<file path="src/rtl/stack_cnt7_pkg.sv">
package stack_cnt7_pkg;
  localparam int unsigned GRP_W  = 3;
  localparam int unsigned HALF_N = 2;
  localparam int unsigned LOW_W  = GRP_W * HALF_N;
  localparam int unsigned IN_W   = LOW_W + 1;
  localparam int unsigned CNT_W  = $clog2(IN_W + 1);

  typedef logic [GRP_W-1:0] grp_stack_t;
  typedef logic [LOW_W-1:0] low_stack_t;

  typedef struct packed {
    logic c2;
    logic c1;
  } carry_pair_t;
endpackage

</file>
<file path="src/rtl/stack3.sv">
module stack3
  import stack_cnt7_pkg::*;
(
  input  logic [GRP_W-1:0] in_i,
  output grp_stack_t       stk_o
);
  assign stk_o[0] = in_i[0] | in_i[1] | in_i[2];
  assign stk_o[1] = (in_i[0] & in_i[1]) | (in_i[0] & in_i[2]) | (in_i[1] & in_i[2]);
  assign stk_o[2] = in_i[0] & in_i[1] & in_i[2];

  always_comb begin
    assert_stack3_thermo_R1: assert (!(stk_o[2] & ~stk_o[1]) && !(stk_o[1] & ~stk_o[0]))
      else $error("R1 stacker not thermometer");
    assert_stack3_count_R1: assert ($countones(stk_o) == $countones(in_i))
      else $error("R1 stacker height mismatch");
  end
endmodule

</file>
<file path="src/rtl/stack_merge.sv">
module stack_merge
  import stack_cnt7_pkg::*;
(
  input  grp_stack_t h_i,
  input  grp_stack_t i_i,
  output low_stack_t j_o
);
  // Extended stacks: index 0 is an implicit "height >= 0" one.
  logic [GRP_W:0] h_ext, i_ext;
  assign h_ext = {h_i, 1'b1};
  assign i_ext = {i_i, 1'b1};

  // j[k] set when some split a+b = k+1 has both stacks tall enough.
  always_comb begin
    j_o = '0;
    for (int k = 0; k < LOW_W; k++) begin
      for (int a = 0; a <= GRP_W; a++) begin
        if ((k + 1 - a) >= 0 && (k + 1 - a) <= GRP_W)
          j_o[k] = j_o[k] | (h_ext[a] & i_ext[k+1-a]);
      end
    end
  end

  always_comb begin
    assert_merge_height_R2: assert ($countones(j_o) == $countones(h_i) + $countones(i_i))
      else $error("R2 merged height mismatch");
    for (int k = 1; k < LOW_W; k++)
      assert_merge_thermo_R2: assert (!(j_o[k] & ~j_o[k-1]))
        else $error("R2 merged stack not thermometer");
  end
endmodule

</file>
<file path="src/rtl/carry_select.sv">
module carry_select
  import stack_cnt7_pkg::*;
(
  input  low_stack_t j_i,
  input  logic       sel_i,
  output carry_pair_t carry_o
);
  carry_pair_t pair_lo, pair_hi;

  // sel low: six-input weights 2/4 (counts 2,3,6 -> c1; >=4 -> c2)
  assign pair_lo.c1 = (j_i[1] & ~j_i[3]) | j_i[5];
  assign pair_lo.c2 = j_i[3];
  // sel high: count+1 (counts 1,2,5,6 -> c1; >=3 -> c2)
  assign pair_hi.c1 = (j_i[0] & ~j_i[2]) | j_i[4];
  assign pair_hi.c2 = j_i[0] & j_i[1] & j_i[2];

  assign carry_o = sel_i ? pair_hi : pair_lo;

  always_comb begin
    if (!sel_i) begin
      assert_sel_lo_R4: assert ({carry_o.c2, carry_o.c1} == 2'(($countones(j_i)) >> 1))
        else $error("R4 low carry pair wrong");
    end else begin
      assert_sel_hi_R5: assert ({carry_o.c2, carry_o.c1} == 2'(($countones(j_i) + 1) >> 1))
        else $error("R5 high carry pair wrong");
    end
  end
endmodule

</file>
<file path="src/rtl/stack_cnt7.sv">
module stack_cnt7
  import stack_cnt7_pkg::*;
(
  input  logic [IN_W-1:0]  x_i,
  output logic [CNT_W-1:0] cnt_o
);
  grp_stack_t  grp_stk [HALF_N];
  low_stack_t  j_stk;
  carry_pair_t carry;
  logic [HALF_N-1:0] grp_odd;
  logic        sum_bit;

  for (genvar g = 0; g < HALF_N; g++) begin : g_grp
    stack3 i_stack3 (
      .in_i  (x_i[g*GRP_W +: GRP_W]),
      .stk_o (grp_stk[g])
    );
    // odd height: exactly one or three ones
    assign grp_odd[g] = (grp_stk[g][0] & ~grp_stk[g][1]) | grp_stk[g][2];
  end

  stack_merge i_stack_merge (
    .h_i (grp_stk[0]),
    .i_i (grp_stk[1]),
    .j_o (j_stk)
  );

  carry_select i_carry_select (
    .j_i     (j_stk),
    .sel_i   (x_i[IN_W-1]),
    .carry_o (carry)
  );

  assign sum_bit = ^grp_odd ^ x_i[IN_W-1];
  assign cnt_o   = {carry.c2, carry.c1, sum_bit};

  always_comb begin
    assert_sum_parity_R3: assert (cnt_o[0] == ^x_i)
      else $error("R3 sum bit not parity");
    assert_total_count_R6: assert (32'(cnt_o) == $countones(x_i))
      else $error("R6 count mismatch");
  end
endmodule

</file>
<file path="config.mk">
export PLATFORM = sky130hd
export DESIGN_NAME = stack_cnt7
export DESIGN_NICKNAME = d
export VERILOG_FILES = /design/src/rtl/stack_cnt7_pkg.sv /design/src/rtl/stack3.sv /design/src/rtl/stack_merge.sv /design/src/rtl/carry_select.sv /design/src/rtl/stack_cnt7.sv
export SDC_FILE = /design/constraint.sdc
export NUM_CORES = 1
export LEC_CHECK = 0
export ABC_AREA = 1
export CORE_AREA = 8 8 45 47
export DETAILED_ROUTE_END_ITERATION = 16
export DIE_AREA = 0 0 53 55
export MAX_ROUTING_LAYER = met4
export PLACE_DENSITY = 0.39
export SETUP_SLACK_MARGIN = 0.15
export SYNTH_ARGS = -nofsm -noshare
export SYNTH_HDL_FRONTEND = slang
export SYNTH_HIERARCHICAL = 1
export SYNTH_SLANG_ARGS = --single-unit
</file>
<file path="constraint.sdc">
create_clock -name vclk -period 1.27
set_input_delay 0.254 -clock vclk [all_inputs]
set_output_delay 0.254 -clock vclk [all_outputs]
set_load 0.01 [all_outputs]
</file>
==> metrics <==
final net count 82; most common cell after layout, fill and taps aside nand2_1; CP Launch Type input pin; gr usage total roughly 5.4%; hold slack roughly 1000 ps; fin crit period between 1000 and 1500 ps; Clk pwr share 0%; Static Leak around 0.32 nW; status finished, violations left; Initial Util between 10% and 20%; CTS Hold Bufs 0; Final Cycle Share 107.3%; count of pins over their slew limit 0; routability congestion estimate between 0.7 and 0.8; first-pass GRT wire length about 1300 µm; Psw approximately 0.11 mW; Post-DP HPWL 613.2 µm; largest net degree at the start of global routing 6; failing checks negative setup slack; FFs & Latches 0; IO Pins 10; RSZ-0062 raised after global routing true; Yosys top cell by area nand2_1; Detail Route Antenna Nets 0; total iterations of the first detailed-routing run 4; Core Region roughly 0.0014 mm²; Hold Crit Depth 7; worst slew pin tran 160.5 ps; number of global-route vias before repair about 340; Die Area about 0.0029 mm²; IO buf count 10; most frequent cell on the critical path nand2_1; kind of end point of the critical path primary output; share of cells above drive strength 1 a little over half; endpoints failing hold 0; Finished Layout Cells around 90; worst rel slew slack 89.30%; DIE HEIGHT about 55 µm; CP required just over 1000 ps; Avg Cell Area, Syn 4.198 µm²; Final Core Density 39.78%; area of the multi-input gates about 350 µm²; critical path class in -> out; Die X 53 µm; Yosys cell types 11; Cells after Synth between 60 and 70; worst setup margin -92.43 ps; VDD IR max roughly 150 µV; Synth area leaders nand2_1, inv_1, nand3_1; worst path cell trace buf_8 > nor2_4 > nand2_4 > or2_1 > nand2_1 > nand2_1 > nand2_1 > inv_2 > buf_6; final number of setup-violating endpoints 3; Int Pwr 0.09668 mW; clk_buf instances 0; Cell Area, Placed around 430 µm²; routed vias/inst around 4.3; routed wire length about 760 µm; Crit path largest cell delay about 240 ps; Fill cells between 150 and 200; Syn-to-layout area delta 111.5%; DRC 0; Mapped Area between 200 and 300 µm²; MaxCap Viol Count 0; Highest Clock Rate ~730 MHz; most frequent cells in the layout nand2_1, inv_1, nand2_4; # placed instances between 80 and 90; warnings from Yosys 6; storage element area 0 µm²; routed len/inst 8.573 µm; crit path DAT 1110 ps; sequential area share after synthesis 0%; antenna violations before repair 0; Pwr Total 0.2115 mW; switch share a little over half; via count between 300 and 400; FP Rows 14; final instance area roughly 550 µm²; initial drt markers 6; net count after synthesis 69; ant diodes 0; total gr overflow 0; worst hold path class in -> out; sequential share of power 0%; area share of the largest cell type after synthesis between 40% and 50%; PD cells a little under 400 mW/mm²; CP max stage cell or2_1; Comb pwr share 100.0%; crit path max fanout 5
## path summary, 6_finish.rpt
path,to,slack (ps),startpoint
min,cnt_o[0],1010,x_i[1]
max,cnt_o[1],-90,x_i[0]
## worst max-delay path, delay by kind of cell
family	cells	cell delay, ps
and+or+nand+nor	6	600
buffers and inverters	3	250
## kinds of logic after synthesis
logic type	Yosys count	synth area share (%)
simple gates	47	75.97
compound gates	2	3.842
buf+inv	13	20.19
## layer usage
metal	part of all wire (%)	vias to the layer above	global-route usage (%)
met5	0	-	-
met4	0	0	0
met3	4.8	0	0.5348
met2	53	8	10.55
met1	42	169	6.033
li1	-	207	-
## synth_stat cells
cell	n
inv_2	1
buf_4	1
nand2_2	1
nand2_1	30
o21ai_0	1
nand3_1	7
inv_1	11
a21oi_1	1
nor2_2	3
nor2_1	5
or2_1	1
## through the flow
step / setup TNS (ps) / setup slack (ps)
2_1_floorplan: 0 / 147.1
6_report: -181.1 / -92.43
5_1_grt: -403.1 / -148.7
4_1_cts: -192.3 / -90.83
3_5_place_dp: -2817 / -950.4
3_3_place_gp: -2853 / -969.8
## final cells by class
| class | instances | area share, % |
|---|---|---|
| multi-input combinational | 49 | 63.86 |
| timing repair buffer | 12 | 23.41 |
| inverter | 12 | 9.091 |
| tap | 16 | 3.636 |
## power by group through the flow
stage               registers, mW  logic [mW]  clock network (mW)
floorplan                       0       0.108                   0
global placement                0       0.173                   0
detailed placement              0       0.172                   0
CTS                             0       0.190                   0
global route                    0       0.233                   0
finish                          0       0.212                   0
## timing repair
action,CTS,global route
setup buffers,1,0
pin swaps,16,15
setup endpoints to repair,3,3
gates resized for setup,63,17
Power figures use the tool's default switching activity.
